==> config.mk <==
export PLATFORM = sky130hd
export DESIGN_NAME = lp_mode_ctrl
export DESIGN_NICKNAME = d
export VERILOG_FILES = /design/src/rtl/lp_mode_ctrl.sv
export SDC_FILE = /design/constraint.sdc
export NUM_CORES = 1
export LEC_CHECK = 0
export BUFFER_PORTS_ARGS = -buffer_cell sky130_fd_sc_hd__buf_2
export CORE_ASPECT_RATIO = 0.9
export CORE_MARGIN = 4
export CORE_UTILIZATION = 54
export CTS_CLUSTER_DIAMETER = 120
export DETAILED_ROUTE_END_ITERATION = 6
export PLACE_DENSITY = 0.73
export REMOVE_ABC_BUFFERS = 1
export SLEW_MARGIN = 10
export SYNTH_ARGS = -nofsm -noshare
export SYNTH_HDL_FRONTEND = slang
export SYNTH_SLANG_ARGS = --single-unit
export TNS_END_PERCENT = 100
==> constraint.sdc <==
create_clock -name clk -period 2.3 [get_ports clk]
set_input_delay 0.23 -clock clk [delete_from_list [all_inputs] [get_ports clk]]
set_output_delay 0.23 -clock clk [all_outputs]
set_load 0.01 [all_outputs]
==> src/rtl/lp_mode_ctrl.sv <==
module lp_mode_ctrl #(
  parameter int unsigned SYNC_STAGES   = 2,
  parameter int unsigned STBY_WAKE_CYC = 40,
  parameter int unsigned PDN_WAKE_CYC  = 50000
) (
  input  logic       clk,
  input  logic       rst_n,
  input  logic       stby_req,
  input  logic       pdn_req,
  output logic [1:0] mode,
  output logic       ready,
  output logic       core_en,
  output logic       bias_en
);
  localparam int unsigned MAX_WAKE = (PDN_WAKE_CYC > STBY_WAKE_CYC) ? PDN_WAKE_CYC : STBY_WAKE_CYC;
  localparam int unsigned CW = $clog2(MAX_WAKE + 1);
  localparam logic [CW-1:0] STBY_LD = CW'(STBY_WAKE_CYC - 1);
  localparam logic [CW-1:0] PDN_LD  = CW'(PDN_WAKE_CYC - 1);
  localparam logic [1:0] M_RUN  = 2'b00;
  localparam logic [1:0] M_STBY = 2'b01;
  localparam logic [1:0] M_PDN  = 2'b10;
  localparam logic [1:0] M_WAKE = 2'b11;

  logic [SYNC_STAGES-1:0] stby_sh, pdn_sh;
  logic                   stby_q, pdn_q;
  logic [1:0]             state, tgt, req;
  logic [CW-1:0]          cnt;

  always_ff @(posedge clk or negedge rst_n)
    if (!rst_n) begin
      stby_sh <= '0;
      pdn_sh  <= '1;
    end else begin
      stby_sh <= {stby_sh[SYNC_STAGES-2:0], stby_req};
      pdn_sh  <= {pdn_sh[SYNC_STAGES-2:0], pdn_req};
    end

  assign stby_q = stby_sh[SYNC_STAGES-1];
  assign pdn_q  = pdn_sh[SYNC_STAGES-1];
  assign req    = pdn_q ? M_PDN : (stby_q ? M_STBY : M_RUN);

  always_ff @(posedge clk or negedge rst_n)
    if (!rst_n) begin
      state <= M_PDN;
      tgt   <= M_RUN;
      cnt   <= '0;
    end else begin
      case (state)
        M_RUN:  if (req != M_RUN) state <= req;
        M_STBY:
          if (req == M_PDN) state <= M_PDN;
          else if (req == M_RUN) begin
            state <= M_WAKE;
            tgt   <= M_RUN;
            cnt   <= STBY_LD;
          end
        M_PDN:
          if (req != M_PDN) begin
            state <= M_WAKE;
            tgt   <= req;
            cnt   <= PDN_LD;
          end
        default:
          if (req == M_PDN) state <= M_PDN;
          else if (req == M_STBY && tgt == M_RUN) state <= M_STBY;
          else if (req == M_RUN && tgt == M_STBY) begin
            tgt <= M_RUN;
            cnt <= (cnt > STBY_LD) ? cnt - 1'b1 : STBY_LD;
          end else if (cnt == '0) state <= tgt;
          else cnt <= cnt - 1'b1;
      endcase
    end

  assign mode    = state;
  assign ready   = (state == M_RUN);
  assign core_en = (state == M_RUN) || (state == M_WAKE && tgt == M_RUN);
  assign bias_en = (state != M_PDN);
endmodule


After elaboration in Yosys (flattened, before gate mapping)

Cells that the tools add are included.

Memory bits (read-only): 0
Output and inout bits: 5
Register bits after elaboration: 24
RAM bits: 0
Input port bits: 4
Bits in latches: 0
Memories kept: 0

Divide/modulo/power cells: 0
Muxes and demuxes: 27
Bitwise operators: 1
Eq/ne operators: 17
Multipliers: 0
Reduce and logical (&&, ||, !) cells: 14
Order comparisons: 1
Shift operators: 0
$add $sub $neg: 1

Operators by type and width:

| operator                                                                         | number |
|---|---|
| 16-bit two-way mux                                                               | 8 |
| 16-bit one-hot mux with 3 select lines                                           | 1 |
| 2-bit two-way mux                                                                | 15 |
| 16-bit by 6-bit greater-than comparator with 1-bit output, second input constant | 1 |
| 16-bit zero test                                                                 | 1 |
| 16-bit by 1-bit subtractor with 16-bit output, second input constant             | 1 |
| 7-bit AND reduction                                                              | 2 |
| 2-bit one-hot mux with 3 select lines                                            | 2 |
| 2-bit != test, second input constant                                             | 5 |
| 2-bit by 1-bit equality test with 1-bit output, second input constant            | 3 |
| 2-bit equality test, second input constant                                       | 3 |
| 2-bit zero test                                                                  | 3 |
| 6-bit by 4-bit != test with 1-bit output, second input constant                  | 1 |
| 6-bit nonzero test                                                               | 1 |
| 5-bit AND reduction                                                              | 1 |
| 2-bit by 1-bit != test with 1-bit output, second input constant                  | 2 |
| 4-bit by 2-bit != test with 1-bit output, second input constant                  | 1 |
| 1-bit logical AND                                                                | 3 |
| 3-bit by 1-bit != test with 1-bit output, second input constant                  | 1 |
| 3-bit != test, second input constant                                             | 1 |
| 3-bit nonzero test                                                               | 1 |
| 2-bit nonzero test                                                               | 1 |
| 1-bit logical OR                                                                 | 1 |
| 1-bit two-way mux                                                                | 1 |
| 1-bit inverter                                                                   | 1 |

Logic depth before layout (Yosys ltp)

Depth in word-level cells: 8
Depth in mapped cells: 9

Worst setup path after synthesis

Ideal clock, no wire load.

Path kind: flip-flop to flip-flop
Start point: register cnt[0]
End point: register cnt[2]
Required time: 2.160 ns
Setup time: 0.140 ns
Clock period less this slack: 2.357 ns
Slack: -0.057 ns
Stages on the path, launching flop included: 10
Arrival time: 2.217 ns
Cell sequence: dfrtp_1 -> inv_1 -> ha_1 -> or4b_4 -> nand2b_4 -> buf_6 -> or4_4 -> buf_6 -> a31oi_1 -> a31oi_1

Cells in the longest elaborated chain, start to end: 6
Elaborated cells between the ends (all ways): 11

Ends and longest elaborated chain:

| element                                                                                                                           | RTL line | source |
|---|---|---|
| start, declared                                                                                                                   | 27       | `logic [CW-1:0] cnt;` |
| start signal, assigned                                                                                                            | 68       | `cnt <= (cnt > STBY_LD) ? cnt - 1'b1 : STBY_LD;` |
| start signal, assigned                                                                                                            | 70       | `else cnt <= cnt - 1'b1;` |
| 16-bit by 1-bit subtractor with 16-bit output / 16-bit by 6-bit greater-than comparator with 1-bit output (equally long branches) | 68, 70   |  |
| 16-bit two-way mux, on equally long branches                                                                                      | 69, 68   |  |
| 16-bit two-way mux                                                                                                                | 66       | `else if (req == M_RUN && tgt == M_STBY) begin` |
| 16-bit two-way mux                                                                                                                | 65       | `else if (req == M_STBY && tgt == M_RUN) state <= M_STBY;` |
| 16-bit two-way mux                                                                                                                | 64       | `if (req == M_PDN) state <= M_PDN;` |
| 16-bit one-hot mux with 3 select lines                                                                                            | 48       | `case (state)` |

Parallel ways exist; a longest one is shown, timed or not. The select of a mux whose other input is x is not followed.
A chain may end at the register's enable or synchronous reset.

Final worst setup path

Start point: register cnt[1]
End point: register cnt[15]

The elaborated chain is that of the path after synthesis.

==> reports/metrics.cfg <==
[synth]
synth_edf_count = 0
seq_area_frac_synth_pct = 39.0
synth_cells = 164
netlist_area_um2 = 1550
synth_ff_type = dfrtp_1
yosys_warnings = 0
avgSynthCellArea_um2 = 9.46
ys_async_sr_fraction_pct = 100
synth_seq_cells = 24
post_synth_num_cell_types = 45

[global_route]
grt_pass1_vias = 1408
antenna_found_initial = 0
overflow = 0
grt_pass1_wl_um = 6710
track_usage_pct = 22.5
grt_max_degree = 25

[placement]
io_buffers = 8
dpl_cell_area_um2 = 1750
gp_congestion = 0.879
place_hpwl_um = 2900

[sta]
hold_viol_final = 0
period_share_pct = 97.4
skew_ps = 7.54
fmax_ghz = 0.446
slew_violations = 0
max-slew-margin-rel_pct = 65.0
min_period_ps = 2240
finalSetupViolations = 0
tightest_slew_ps = 520

[drt]
vias_per_cell = 6.27
dr.pass1.iters = 4
vias = 1474
totalWireLength_um = 4190
drc = 0
drt_iter0_markers = 156
final_antenna_net_count = 0
wl_per_cell_um = 17.8

[worst_setup_path]
cp.required_ps = 2510
cp.arrival_ps = 2450
reg2reg_from = cnt[1]
cp_slowest_cell = or4_1
critPathMaxFanout = 4
r2r_slack_ps = 60
rr_endpoint = cnt[15]
crit_path_frequent_cell = buf_4
slowest_delay_ps = 520
crit_chain = buf_4 > or4_1 > buf_4 > nor4_1 > a21oi_1 > o31ai_1 > o21ai_1
startpoint_type = flop
crit_type = flop to flop
crit_path_end_kind = flop
reg2reg_depth = 7

[clock_network]
clockRootBuffer = clkbuf_4
cts_tree = yes
path_clk_slew_ps = 140
numCtsBuffers = 3
clockBufferDepth = 2
clock_latency_ps = 320
htree_levels = 1
cts.sinks = 24

[power_and_ir_drop]
p_leak_uw = 0.000783
p_sw_share_pct = 46.8
power_frac_seq_pct = 23.9
p_clk_share_pct = 11.0
p_per_area_nw_per_um2 = 1470
p_int_uw = 1490
switching_power_uw = 1310
p_comb_share_pct = 65.1
vdd_drop_max_mv = 0.845
p_total_uw = 2800

[finish]
syn2layout_area_growth_pct = 22.7
nFillCells = 221
drive_gt1_share_pct = 30.3
final_area_um2 = 1900
antenna_cells = 0
nets = 205

[hold_path]
min_path_cells = 0
hp-class = flop to flop
worstHoldEndpoint = pdn_sh[1]
hp-start = pdn_sh[0]

[floorplanning]
rows = 18
core_um2 = 2750
start_util_pct = 56.5
die_area_um2 = 3800
io_pins = 9
die_w_um = 64.5
dieHeight_um = 58.9

[job]
cap_violations = 0

[outcome]
status = finished, final reports clean

==> routing by layer <==
metal / global-route usage (%) / up-vias / routed length (µm)
met4: 5.12 / 0 / 69
met2: 35.6 / 63 / 2000
li1: - / 699 / -
met3: 4.58 / 8 / 280
met5: 0 / - / 0
met1: 32.0 / 704 / 1840
==> critical path: cells and delay by family, from the launching register on <==
family / cells / cell delay, ps
and+or+nand+nor: 2 / 920
AOI/OAI and AO/OA: 3 / 480
DFF: 1 / 420
buffers and inverters: 2 / 320
==> power groups by stage <==
| stage | clock network [µW] | logic, µW | registers (µW) |
|---|---|---|---|
| after global placement | 0 | 1630 | 651 |
| after floorplan | 0 | 1050 | 653 |
| after detailed placement | 0 | 1670 | 664 |
| final | 307 | 1820 | 669 |
| after global routing | 330 | 1990 | 689 |
| after CTS | 315 | 1680 | 656 |
==> cell type report <==
class                      count  area [µm²]  share of cell area, %
timing repair buffer          34         243                   12.8
clock buffer                   3        22.5                   1.18
inverter                      10        37.5                   1.97
sequential                    24         606                   31.8
multi-input combinational    123         915                   48.1
clock inverter                 1        30.0                   1.58
tap                           40        50.0                   2.63
==> worst max path at each step <==
stage	endpoint	start	depth (start not counted)
finish	cnt[15]	cnt[1]	7
global route	cnt[8]	cnt[10]	7
CTS	cnt[2]	cnt[1]	7
detailed placement	cnt[2]	cnt[1]	7
global placement	cnt[12]	cnt[1]	7
floorplan	cnt[8]	mode[0]	7
==> state kept, by name, summed over array words and instances (netlist names) <==
name and cells:
cnt 16, mode 2, pdn_sh 2, stby_sh 2, tgt 2
==> cell usage in the layout, fill, tap and decap left out, drive strengths merged, types with 3 or more instances in the layout <==
cell,netlist,routed
clkbuf,5,3
nor3,10,10
nor2,13,13
nor4,6,6
dfrtp,21,21
buf,3,31
o21ai,16,16
a31oi,3,3
a32o,3,3
or4,4,5
dfstp,3,3
dlygate4sd3,0,3
inv,10,10
o211ai,10,10
nand3,3,3
o31ai,4,4
ha,5,5
nand2,8,8
a22o,5,5
a21oi,6,6
==> cell families after synthesis <==
logic type	after synthesis	synth area share (%)
multiplexers	3	2.02
AND/OR/NAND/NOR	52	20.5
buffers and inverters	18	5.40
flip-flops	24	39.0
adder cells (fa/ha/maj)	5	4.03
AO/OA/AOI/OAI	62	29.1
==> timing repair <==
item / 4_1_cts / 5_1_grt
buffers inserted: 0 / 2
gates cloned: 0 / 1
hold buffers: 2 / 1
endpoints found under the hold margin: 22 / 1
pin swaps: 1 / 4
setup endpoints to repair: 3 / 15
resized for setup: 0 / 12
==> synthesized netlist by cell type, types with 3 or more instances <==
| library cell | count | area (µm²) |
|---|---|---|
| a31oi_1 | 3 | 18.8 |
| nand2_1 | 7 | 26.3 |
| dfrtp_1 | 21 | 526 |
| or4_1 | 3 | 22.5 |
| clkbuf_1 | 5 | 18.8 |
| a32o_1 | 3 | 30.0 |
| inv_1 | 10 | 37.5 |
| nor4_1 | 5 | 31.3 |
| o21ai_0 | 12 | 60.1 |
| ha_1 | 5 | 62.6 |
| o31ai_1 | 4 | 30.0 |
| o211ai_1 | 5 | 37.5 |
| nand3_1 | 3 | 15.0 |
| o21ai_1 | 4 | 20.0 |
| a22o_1 | 5 | 43.8 |
| nor3_1 | 10 | 50.1 |
| o211ai_2 | 5 | 62.6 |
| dfstp_2 | 3 | 78.8 |
| nor2_1 | 13 | 48.8 |
| a21oi_1 | 6 | 30.0 |
==> per-stage QoR <==
stage	hold slack, ps	setup WS, ps	cells	util (%)	TNS (ps)
floorplan	-65.6	-146	156	-	-926
global placement	228	54.7	225	63.8	0
detailed placement	234	-2.33	225	63.8	-2.33
CTS	2.57	43.2	231	66.4	0
global route	374	-21.4	235	69.3	-67.5
finish	368	60.0	235	69.3	0
Power figures use the tool's default switching activity.
